**config.mk**
```make
export PLATFORM = sky130hd
export DESIGN_NAME = snoop_regif
export DESIGN_NICKNAME = d
export VERILOG_FILES = /design/src/rtl/snoop_regif_pkg.sv /design/src/rtl/snoop_regif_decode.sv /design/src/rtl/snoop_regif_regs.sv /design/src/rtl/snoop_regif_resp.sv /design/src/rtl/snoop_regif.sv
export SDC_FILE = /design/constraint.sdc
export NUM_CORES = 1
export LEC_CHECK = 0
export BUFFER_PORTS_ARGS = -buffer_cell sky130_fd_sc_hd__buf_2
export CAP_MARGIN = 20
export CORE_MARGIN = 2
export CORE_UTILIZATION = 45
export CTS_CLUSTER_SIZE = 8
export DETAILED_ROUTE_END_ITERATION = 12
export HOLD_SLACK_MARGIN = 0.03
export PLACE_DENSITY = 0.77
export SYNTH_ARGS = -nofsm -noshare
export SYNTH_HDL_FRONTEND = slang
export SYNTH_SLANG_ARGS = --single-unit
export TNS_END_PERCENT = 10
```
**constraint.sdc**
```tcl
create_clock -name clk -period 3.6 [get_ports clk]
set_input_delay 0.18 -clock clk [delete_from_list [all_inputs] [get_ports clk]]
set_output_delay 0.18 -clock clk [all_outputs]
set_load 0.02 [all_outputs]
```
**src/rtl/snoop_regif_pkg.sv**
```systemverilog
package snoop_regif_pkg;

  localparam int unsigned WORD_W    = 32;
  localparam int unsigned LANES     = WORD_W / 8;
  localparam int unsigned ADDR_W    = 8;
  localparam int unsigned IDX_W     = ADDR_W - 2;
  localparam int unsigned CPU_LIMIT = 4;

  // Word indices (byte address / 4) of the decoded locations
  localparam logic [IDX_W-1:0] IDX_CTRL   = 6'h00;
  localparam logic [IDX_W-1:0] IDX_CFG    = 6'h01;
  localparam logic [IDX_W-1:0] IDX_PWR    = 6'h02;
  localparam logic [IDX_W-1:0] IDX_INV    = 6'h03;
  localparam logic [IDX_W-1:0] IDX_FLT_LO = 6'h10;
  localparam logic [IDX_W-1:0] IDX_FLT_HI = 6'h11;

  typedef enum logic [2:0] {
    SEL_CTRL,
    SEL_CFG,
    SEL_PWR,
    SEL_INV,
    SEL_FILT,
    SEL_NONE
  } reg_sel_e;

  // Presence mask in bits 7:4, count minus one in bits 1:0
  function automatic logic [WORD_W-1:0] cfg_word(input int unsigned n);
    logic [WORD_W-1:0] w;
    w = '0;
    for (int i = 0; i < int'(CPU_LIMIT); i++) begin
      if (i < int'(n)) w[4+i] = 1'b1;
    end
    w[1:0] = 2'(n - 1);
    return w;
  endfunction

endpackage

```
**src/rtl/snoop_regif_decode.sv**
```systemverilog
module snoop_regif_decode
  import snoop_regif_pkg::*;
(
  input  logic [IDX_W-1:0] word_idx,
  output reg_sel_e         sel
);

  always_comb begin
    unique case (word_idx)
      IDX_CTRL:               sel = SEL_CTRL;
      IDX_CFG:                sel = SEL_CFG;
      IDX_PWR:                sel = SEL_PWR;
      IDX_INV:                sel = SEL_INV;
      IDX_FLT_LO, IDX_FLT_HI: sel = SEL_FILT;
      default:                sel = SEL_NONE;
    endcase
  end

endmodule

```
**src/rtl/snoop_regif_regs.sv**
```systemverilog
module snoop_regif_regs
  import snoop_regif_pkg::*;
(
  input  logic              clk,
  input  logic              rst_n,
  input  logic              wr_en,
  input  reg_sel_e          sel,
  input  logic [WORD_W-1:0] wdata,
  input  logic [LANES-1:0]  strb,
  output logic              ctrl_q,
  output logic [WORD_W-1:0] pwr_q
);

  // Enable bit: the only state touched by reset
  always_ff @(posedge clk or negedge rst_n) begin
    if (!rst_n)                                   ctrl_q <= 1'b0;
    else if (wr_en && sel == SEL_CTRL && strb[0]) ctrl_q <= wdata[0];
  end

  // Power status: per-lane write, deliberately outside reset
  for (genvar g = 0; g < int'(LANES); g++) begin : g_pwr_lane
    always_ff @(posedge clk) begin
      if (wr_en && sel == SEL_PWR && strb[g])
        pwr_q[g*8 +: 8] <= wdata[g*8 +: 8];
    end
  end

endmodule

```
**src/rtl/snoop_regif_resp.sv**
```systemverilog
module snoop_regif_resp
  import snoop_regif_pkg::*;
(
  input  logic              clk,
  input  logic              rst_n,
  input  logic              rd_acc,
  input  reg_sel_e          sel,
  input  logic              ctrl_q,
  input  logic [WORD_W-1:0] pwr_q,
  input  logic [WORD_W-1:0] cfg,
  input  logic              rsp_ready,
  output logic              rsp_valid,
  output logic [WORD_W-1:0] rsp_rdata
);

  logic [WORD_W-1:0] rd_value;

  always_comb begin
    unique case (sel)
      SEL_CTRL: rd_value = {{(WORD_W-1){1'b0}}, ctrl_q};
      SEL_CFG:  rd_value = cfg;
      SEL_PWR:  rd_value = pwr_q;
      default:  rd_value = '0;
    endcase
  end

  always_ff @(posedge clk or negedge rst_n) begin
    if (!rst_n) begin
      rsp_valid <= 1'b0;
      rsp_rdata <= '0;
    end else if (rd_acc) begin
      rsp_valid <= 1'b1;
      rsp_rdata <= rd_value;
    end else if (rsp_ready) begin
      rsp_valid <= 1'b0;
    end
  end

endmodule

```
**src/rtl/snoop_regif.sv**
```systemverilog
module snoop_regif
  import snoop_regif_pkg::*;
#(
  parameter int unsigned NUM_CPU = 1
) (
  input  logic              clk,
  input  logic              rst_n,
  input  logic              req_valid,
  output logic              req_ready,
  input  logic [ADDR_W-1:0] req_addr,
  input  logic              req_write,
  input  logic [WORD_W-1:0] req_wdata,
  input  logic [LANES-1:0]  req_strb,
  output logic              rsp_valid,
  input  logic              rsp_ready,
  output logic [WORD_W-1:0] rsp_rdata,
  output logic              scu_enable,
  output logic              unsup_pulse
);

  if ((NUM_CPU < 1) || (NUM_CPU > CPU_LIMIT)) begin : g_bad_cpu_count
    $error("snoop_regif: NUM_CPU must lie in 1..4");
  end

  localparam logic [WORD_W-1:0] CFG_VALUE = cfg_word(NUM_CPU);

  reg_sel_e          sel;
  logic              acc;
  logic              rd_acc;
  logic              wr_en;
  logic              ctrl_q;
  logic [WORD_W-1:0] pwr_q;
  logic              unused_addr_lsb;

  // Byte offset inside a word plays no part in decode
  assign unused_addr_lsb = ^req_addr[1:0];

  // Single pending response: stall while it waits for the host
  assign req_ready = !rsp_valid || rsp_ready;
  assign acc       = req_valid && req_ready;
  assign rd_acc    = acc && !req_write;
  assign wr_en     = acc && req_write;

  snoop_regif_decode u_decode (
    .word_idx (req_addr[ADDR_W-1:2]),
    .sel      (sel)
  );

  snoop_regif_regs u_regs (
    .clk    (clk),
    .rst_n  (rst_n),
    .wr_en  (wr_en),
    .sel    (sel),
    .wdata  (req_wdata),
    .strb   (req_strb),
    .ctrl_q (ctrl_q),
    .pwr_q  (pwr_q)
  );

  snoop_regif_resp u_resp (
    .clk       (clk),
    .rst_n     (rst_n),
    .rd_acc    (rd_acc),
    .sel       (sel),
    .ctrl_q    (ctrl_q),
    .pwr_q     (pwr_q),
    .cfg       (CFG_VALUE),
    .rsp_ready (rsp_ready),
    .rsp_valid (rsp_valid),
    .rsp_rdata (rsp_rdata)
  );

  always_ff @(posedge clk or negedge rst_n) begin
    if (!rst_n) unsup_pulse <= 1'b0;
    else        unsup_pulse <= acc && (sel == SEL_NONE);
  end

  assign scu_enable = ctrl_q;

endmodule

```
==> summary.md, run 1 <==
| Metric | Value |
|---|---|
| Reg area | 0.001837 mm2 |
| WS Path Type | reg2reg |
| Grt met2 use | 0.3051 |
| Minimum clock period | 1865 ps |
| Sequential share of the synthesized area | 0.7325 |
| CTS Buffer Depth | 2 |
| Main synth FF type | dfrtp_1 |
| Post-Syn Area | 0.002507 mm2 |
| TritonCTS Sinks | 67 |
| Crit path launch | u_resp.rsp_valid$_DFFE_PN0P_ |
| Area share of the largest cell type after synthesis | 0.3832 |
| Final period util | 0.5181 |
| Final antenna-violating net count | 0 |
| Worst-Skew Late Latency | 330 ps |
| Die span in y | just under 80 um |
| Finish-stage setup viols | 0 |
| Peak Freq | 0.5361 GHz |
| Critical path endpoint category | flip-flop |
| Post-synth EDFFs | 32 |
| Clock skew | ~5.5 ps |
| # DRC | 0 |
| Worst EP required | 3800 ps |
| Final Max Slew Viols | 0 |
| Layout cells sized above 1 | 0.3460 |
| Crit-path max FO | 26 |
| Mapped Cells | 191 |
| CTS root buf | clkbuf_8 |
| Max-cap viol count | 0 |
| Global Route met1 Usage | 0.1856 |
| Fillers | 426 |
| Most instantiated library cell after synthesis | nand2_1 |
| RSZ-0062 raised after global routing | no |
| Post-DP HPWL | 3127 um |
| Via Count | roughly 1,800 |
| Rows | 27 |
| Util after Layout | 0.6356 |
| Reg clk slew, reported paths | 60 ps |
| Worst vdd rail ir drop | 0.3249 mV |
| CTS tree | yes |
| Starting density of the core | 0.4610 |
| Chip width | 78.65 um |
| GR Layer Usage met3 | 0.04828 |
| Ys async rst share | 0.5224 |
| Gr ovfl total | 0 |
| Critical Path Sink | u_resp.rsp_rdata[27]$_DFFE_PN0P_ |
| CP arrival | 2060 ps |
| Relative slew slack | 0.4411 |
| R2r setup slk | roughly 1700 ps |
| Largest net degree at the start of global routing | 36 |
| Synthesis Warnings | 0 |
| Cell Count, Final, Fillers Out | just under 400 |
| Inserted Diodes | 0 |
| Vias in the first global route | about 1,800 |
| Startpoint types | flip-flop |
| Vias per std cell | 4.633 |
| Number of top-level design ports | 85 |
| Reg-to-Reg End | u_resp.rsp_rdata[27]$_DFFE_PN0P_ |
| Commonest cells post-synth | 65 x nand2_1, 35 x dfrtp_1, 32 x edfxtp_1, 18 x o21ai_1, 8 x o21ai_2 |
| Layout Nets | 359 |
| Worst slack, placed | 1495 ps |
| Htree depth | 3 |
| First-pass GRT wire length | around 8000 um |
| Post-Syn Area per Cell | 13.13 um2 |
| Netlist cell types | 22 |
| Status | finished clean |
| Multi-input gate area | 579.3 um2 |
| Total Routing Usage GR | 0.1744 |
| Least-Margin Pin Slew | 835.8 ps |
| Post-CTS resize count | 0 |
| Core Box Area | approximately 0.0054 mm2 |
| R2r worst-path depth | 5 |
| Routed WL per cell | 12.68 um |
| Routability congestion estimate | just over 0.8 |
| Ranking of synthesized cells by area | edfxtp_1 38%, dfrtp_1 35%, nand2_1 9.7% |
| Final hold violation count | 0 |
| Hold crit path type | in2reg |
| Leakage | 1.552 nW |
| Drt total wl | 4907 um |
| Yosys top cell by area | edfxtp_1 |
| Initial antenna violation count | 0 |
| Num CTS Buffers | 9 |
| First drt pass iteration count | 4 |
| Reg2reg start | u_resp.rsp_valid$_DFFE_PN0P_ |
| Setup ws final | about 1700 ps |
| Layout area overhead | 37.87% |
| Number of placed cells counting well taps | roughly 340 |
| Busiest grt layer | met2 |
| DRT iter0 DRCs | a little under 80 |
| Setup TNS | 0 ps |
| Die area | 0.006185 mm2 |
| Port bufs | 82 |
| Power Density | 437.1 mW/mm2 |
| Syn_nets | 240 |
| Yosys reg bits | 67 |
[timing repair]
action,CTS,global route
hold buffers,32,1
hold endpoints to repair,66,1
setup endpoints to repair,0,0
setup buffers,0,0
[worst max-delay path, stage by stage, from the launching register on]
cell      delay, ps
dfrtp_1         380
nand2b_1        140
nand3b_1        590
buf_4           470
nand2_1          80
o21ai_0          70
[where the power goes]
part	total (mW)	internal [mW]	leakage [nW]	switching [mW]
combinational	0.106	0.0534	0.685	0.0522
sequential	0.812	0.809	0.772	0.00293
clock	0.593	0.339	0.0947	0.254
total	1.51	1.20	1.55	0.309
[layout by cell type (no fill, tap or decap), types with 2 or more instances in the layout]
master,Yosys,routed
o21ai_1,18,18
buf_2,1,82
mux2_2,2,2
edfxtp_1,32,32
dfrtp_1,35,35
buf_4,0,3
dlygate4sd3_1,0,33
and3_1,5,5
clkbuf_1,2,4
clkbuf_8,0,10
o21ai_0,5,5
o21ai_2,8,8
nand2_1,65,65
[stage by stage]
| step | hold WS, ps | total power [mW] | instance area [um2] |
|---|---|---|---|
| 2_1_floorplan | -115.6 | 0.8651 | 2507 |
| 6_report | 88.63 | 1.511 | 3457 |
| 5_1_grt | 94.53 | 1.570 | 3457 |
| 3_3_place_gp | 297.0 | 0.9041 | 2939 |
| 3_5_place_dp | 306.8 | 0.9057 | 2939 |
| 4_1_cts | 31.04 | 1.527 | 3447 |
[cell families (layout without fill, tap and decap cells)]
logic type / count (synthesis) / after routing / synth area share
buffers and inverters: 10 / 134 / 0.03643
AO/OA/AOI/OAI: 33 / 33 / 0.07934
flip-flops: 67 / 67 / 0.7325
multiplexers: 3 / 3 / 0.01297
AND/OR/NAND/NOR: 78 / 78 / 0.1387
[metal layers]
layer,vias up,routed length [um]
met5,-,0
li1,894,-
met3,17,281
met4,0,188
met2,60,2458
met1,822,1979
[worst min path at each step]
stage | end | slack (ps) | depth (start not counted) | startpoint
2_1_floorplan | u_regs.ctrl_q$_DFFE_PN0P_ | -120 | 0 | rst_n
6_report | unsup_pulse$_DFF_PN0_ | 90 | 3 | req_valid
5_1_grt | unsup_pulse$_DFF_PN0_ | 90 | 3 | req_valid
3_3_place_gp | u_regs.ctrl_q$_DFFE_PN0P_ | 300 | 1 | rst_n
4_1_cts | u_regs.pwr_q[16]$_DFFE_PP_ | 30 | 1 | req_wdata[16]
3_5_place_dp | u_regs.ctrl_q$_DFFE_PN0P_ | 310 | 1 | rst_n
[area by class of cell]
type / count / area share
clock inverter: 2 / 0.01013
tap: 72 / 0.02606
clock buffer: 14 / 0.04415
timing repair buffer: 118 / 0.2208
sequential: 67 / 0.5313
multi-input combinational: 114 / 0.1676
[registers in the layout, summed over array words and instances, names as in the netlist]
register,count
u_regs.ctrl_q,1
u_resp.rsp_valid,1
unsup_pulse,1
u_regs.pwr_q,32
u_resp.rsp_rdata,32
No activity file was read; power rests on OpenSTA's default activity.
==> run 2, diff against run 1 <==
Clock period 3.6 ns to 1.8 ns, I/O delays scaled along.
==> run 2 against run 1 <==
  * Register-to-register slack lost 1400 ps
  * Clock power rose by 130%
  * Die area is the same
  * Largest power group unchanged
  * Clock skew about the same
  * Flip-flop and latch count stayed put
  * Sequential share of layout area down 1.7 points
  * Via count up 2.2%
  * Highest routed layer unchanged
  * Critical endpoint is now u_regs.pwr_q[0]$_DFFE_PP_
  * Routed wire length is 2.3% higher
==> summary.md, run 2 (same netlist as run 1, synthesis figures left out) <==
| Metric | Value |
|---|---|
| Status | finished clean |
| Hold path start | req_addr[4] |
| R2r worst-path depth | 4 |
| Vias in the first global route | between 1,500 and 2,000 |
| Starting density of the core | 0.4610 |
| Finish-stage setup viols | 0 |
| Largest net degree at the start of global routing | 39 |
| Least-Margin Pin Slew | roughly 780 ps |
| Minimum clock period | 1552 ps |
| Routability congestion estimate | 0.8076 |
| Fin area | 0.003570 mm2 |
| Final antenna-violating net count | 0 |
| Max-cap viol count | 0 |
| WS Path Type | in2reg |
| CP arrival | about 1600 ps |
| CTS root buf | clkbuf_8 |
| Final Max Slew Viols | 0 |
| Reg-to-Reg End | u_regs.pwr_q[0]$_DFFE_PP_ |
| Leakage | 1.616 nW |
| WHS Path Cells | 3 |
| Layout area overhead | 42.37% |
| Post-CTS resize count | 0 |
| Most common cell after layout, fill and taps aside | buf_2 |
| Power Density | around 900 mW/mm2 |
| Worst EP required | 1840 ps |
| Setup TNS | 0 ps |
| Total Routing Usage GR | 0.1809 |
| Clock skew | 5.225 ps |
| Most frequent cells in the layout | 82 x buf_2, 65 x nand2_1, 35 x dlygate4sd3_1, 35 x dfrtp_1, 32 x edfxtp_1 |
| Peak Freq | 0.6442 GHz |
| RSZ-0062 raised after global routing | no |
| Critical path endpoint category | flip-flop |
| Gr ovfl total | 0 |
| Htree depth | 3 |
| R2r setup slk | 320 ps |
| Routed WL per cell | 12.68 um |
| Die area | 0.006185 mm2 |
| Inserted Diodes | 0 |
| Fillers | 434 |
| Port bufs | 82 |
| Final hold violation count | 0 |
| Biggest regs | u_regs.pwr_q: 32 flops, u_resp.rsp_rdata: 32 flops |
| Drt total wl | 5022 um |
| # DRC | 0 |
| Via Count | 1,832 |
| Worst-Skew Late Latency | 330 ps |
| Reg2reg start | u_resp.rsp_valid$_DFFE_PN0P_ |
| DRT iter0 DRCs | 58 |
| Final period util | 0.8625 |
| Layout cells sized above 1 | 0.3673 |
| First-pass GRT wire length | 8349 um |
| First drt pass iteration count | 4 |
| Worst Hold End | u_resp.rsp_rdata[4]$_DFFE_PN0P_ |
| Crit path launch | req_addr[6] |
| Worst vdd rail ir drop | 0.5761 mV |
| Die span in y | 78.65 um |
| CTS tree | yes |
| Post-DP HPWL | 3235 um |
| Crit-path max FO | 6 |
| Reg clk slew, reported paths | 70 ps |
| Chip width | around 79 um |
| Core Box Area | 0.005439 mm2 |
| CTS Buffer Depth | 2 |
| Post-DP Area | around 0.0030 mm2 |
| Relative slew slack | 0.4811 |
| Vias per std cell | roughly 4.6 |
| Layout Nets | 368 |
| Initial antenna violation count | 0 |
| Number of top-level design ports | 85 |
| TritonCTS Sinks | 67 |
| Rows | 27 |
| Num CTS Buffers | 9 |
| Hold crit path type | in2reg |
| Startpoint types | input pin |
## run 2: layer usage
metal  track usage  routed length [um]  part of all wire
met1        0.2034                1987              0.40
met2        0.3034                2549              0.51
met3       0.04483                 281             0.056
met4        0.1211                 204             0.041
met5             0                   0                 0
## run 2: where the power goes
| group | switching, mW | internal (mW) | leakage (nW) |
|---|---|---|---|
| clock | 0.528 | 0.854 | 0.113 |
| combinational | 0.108 | 0.110 | 0.731 |
| sequential | 0.00586 | 1.62 | 0.772 |
## run 2: worst max path at each step
stage | to
after CTS | u_regs.pwr_q[0]$_DFFE_PP_
after global routing | u_regs.pwr_q[2]$_DFFE_PP_
after floorplan | u_regs.pwr_q[0]$_DFFE_PP_
after global placement | u_regs.pwr_q[21]$_DFFE_PP_
after detailed placement | u_regs.pwr_q[4]$_DFFE_PP_
final | u_regs.pwr_q[0]$_DFFE_PP_
## run 2: repair_timing
item                      4_1_cts  5_1_grt
hold endpoints to repair       70        0
buffers inserted                0        0
hold buffers                   35        0
## run 2: layout make-up
cell class	instances	area, um2	share of cell area
multi-input cells	114	579.3	0.1623
clock inverters	4	72.57	0.02033
clock buffers	12	155.1	0.04346
flip-flops and latches	67	1837	0.5145
repair buffers	127	835.8	0.2341
well taps	72	90.09	0.02524
## run 2: per-stage QoR
step / util / power [mW] / cells / worst slack, ps / hold WS [ps]
after CTS: 0.6563 / 3.254 / 396 / 263.5 / 75.33
after global placement: 0.5500 / 1.811 / 345 / 167.5 / 208.4
after floorplan: - / 1.730 / 191 / 93.60 / -205.6
final: 0.6563 / 3.224 / 396 / 247.6 / 94.70
after global routing: 0.6563 / 3.337 / 396 / 195.8 / 80.26
after detailed placement: 0.5500 / 1.816 / 345 / 118.9 / 220.0
## run 2: critical path: stages
cell and delay [ps]:
dlygate4sd3_1 530, buf_2 160, nor4b_4 390, and3_1 250, buf_4 170
==> run 3, diff against run 2 <==
Settings changed: RECOVER_POWER set to 100.
==> run 3 against run 2 <==
  * Sequential share of layout area rose by 1.2 points
  * Utilization fell by 1.5 points
  * Highest routed layer unchanged
  * Routed wire length rose by 0.68%
==> summary.md, run 3 (same netlist as run 1, synthesis figures left out) <==
| Metric | Value |
|---|---|
| Setup TNS | 0 ps |
| Leakage | 1.441 nW |
| Worst-Skew Late Latency | about 330 ps |
| Max-cap viol count | 0 |
| Least-Margin Pin Slew | 869.6 ps |
| DRT iter0 DRCs | 44 |
| Via Count | 1,850 |
| Largest net degree at the start of global routing | 39 |
| Crit-path max FO | 6 |
| Routed WL per cell | 12.77 um |
| Post-DP HPWL | roughly 3200 um |
| Final hold violation count | 0 |
| Gr ovfl total | 0 |
| Critical path endpoint category | flip-flop |
| Cell Count, Final, Fillers Out | 396 |
| Initial antenna violation count | 0 |
| Crit-path cells | dlygate4sd3_1 -> clkbuf_1 -> nor4b_4 -> and3_1 -> clkbuf_2 |
| Starting density of the core | 0.4610 |
| Hold_buf cts | 35 |
| Die span in y | around 80 um |
| Chip width | 78.65 um |
| Hold path start | req_addr[3] |
| RSZ-0062 raised after global routing | no |
| Clock skew | 5.692 ps |
| Drt total wl | 5056 um |
| Inserted Diodes | 0 |
| Layout Nets | between 300 and 400 |
| Die area | 0.006185 mm2 |
| CP arrival | 1630 ps |
| Reg2reg start | u_resp.rsp_valid$_DFFE_PN0P_ |
| Power Total | 3.210 mW |
| Post-CTS resize count | 0 |
| R2r setup slk | 290 ps |
| WS Path Type | in2reg |
| Worst Hold End | unsup_pulse$_DFF_PN0_ |
| Hold crit path type | in2reg |
| Port bufs | a little over 80 |
| CTS root buf | clkbuf_8 |
| Rows | 27 |
| Relative slew slack | 0.4202 |
| Layout cells sized above 1 | 0.2222 |
| First drt pass iteration count | 4 |
| Startpoint types | input pin |
| CTS Buffer Depth | 2 |
| Num CTS Buffers | 9 |
| First-pass GRT wire length | roughly 8300 um |
| Core Box Area | 0.005439 mm2 |
| Final Max Slew Viols | 0 |
| Worst EP required | between 1500 and 2000 ps |
| Status | finished clean |
| CTS tree | yes |
| Vias in the first global route | 1,860 |
| Vias per std cell | 4.672 |
| Finish-stage setup viols | 0 |
| Worst vdd rail ir drop | around 0.57 mV |
| Setup ws final | about 200 ps |
| Htree depth | 3 |
| CP peak stage delay | 530 ps |
| Most frequent cells in the layout | 65 x nand2_1, 42 x buf_2, 41 x clkbuf_1 |
| Reg-to-Reg End | u_regs.pwr_q[22]$_DFFE_PP_ |
| Biggest regs | u_regs.pwr_q: 32 flops, u_resp.rsp_rdata: 32 flops |
| WHS Path Cells | 3 |
| Peak Freq | 0.6243 GHz |
| Total Routing Usage GR | 0.1809 |
| Most common cell after layout, fill and taps aside | nand2_1 |
| Worst slack, placed | approximately 120 ps |
| Final antenna-violating net count | 0 |
| Final period util | 0.8899 |
| Routability congestion estimate | between 0.8 and 0.9 |
| TritonCTS Sinks | 67 |
| Number of top-level design ports | 85 |
| # DRC | 0 |
| R2r worst-path depth | 4 |
| Number of placed cells counting well taps | around 350 |
| Minimum clock period | approximately 1600 ps |
| CP max-delay cell | dlygate4sd3_1 |
| Layout area overhead | 39.02% |
| Util after Layout | 0.6409 |
| Reg clk slew, reported paths | ~60 ps |
| Post-CTS Setup Inserts | 0 |
| Power Density | roughly 900 mW/mm2 |
[run 3: layout make-up]
class / count / area [um2]
fillers: 459 / 1953
flip-flops and latches: 67 / 1837
repair buffers: 127 / 774.5
multi-input cells: 114 / 556.8
clock buffers: 12 / 155.1
well taps: 72 / 90.09
clock inverters: 4 / 72.57
[run 3: how the worst max path moves through the flow]
stage	startpoint	endpoint	slack [ps]	depth (start not counted)
after detailed placement	req_addr[7]	u_regs.pwr_q[4]$_DFFE_PP_	120	5
after global routing	req_addr[6]	u_regs.pwr_q[22]$_DFFE_PP_	120	5
after CTS	req_addr[6]	u_regs.pwr_q[0]$_DFFE_PP_	260	5
final	req_addr[6]	u_regs.pwr_q[22]$_DFFE_PP_	200	5
after floorplan	req_addr[7]	u_regs.pwr_q[0]$_DFFE_PP_	90	4
after global placement	req_addr[7]	u_regs.pwr_q[21]$_DFFE_PP_	170	5
[run 3: per-stage QoR]
step	hold slack, ps	instance area [um2]
2_1_floorplan	-205.6	2507
3_3_place_gp	208.4	2992
3_5_place_dp	220.0	2992
4_1_cts	75.33	3570
5_1_grt	80.26	3486
6_report	94.12	3486
[run 3: worst max-delay path, delay by kind of cell]
| kind | cells | cell delay, ps |
|---|---|---|
| and+or+nand+nor | 2 | 650 |
| buffers and inverters | 3 | 890 |
[run 3: layer usage]
| layer | vias up | GRT usage | part of all wire |
|---|---|---|---|
| met5 | - | 0 | 0 |
| met4 | 0 | 0.1211 | 0.043 |
| met3 | 21 | 0.04483 | 0.060 |
| met2 | 69 | 0.3034 | 0.51 |
| met1 | 850 | 0.2034 | 0.39 |
| li1 | 910 | - | - |
[run 3: power by group]
part / total [mW] / switching, mW / internal, mW
Clock: 1.38 / 0.524 / 0.854
Sequential: 1.62 / 0.00620 / 1.62
Combinational: 0.208 / 0.104 / 0.104
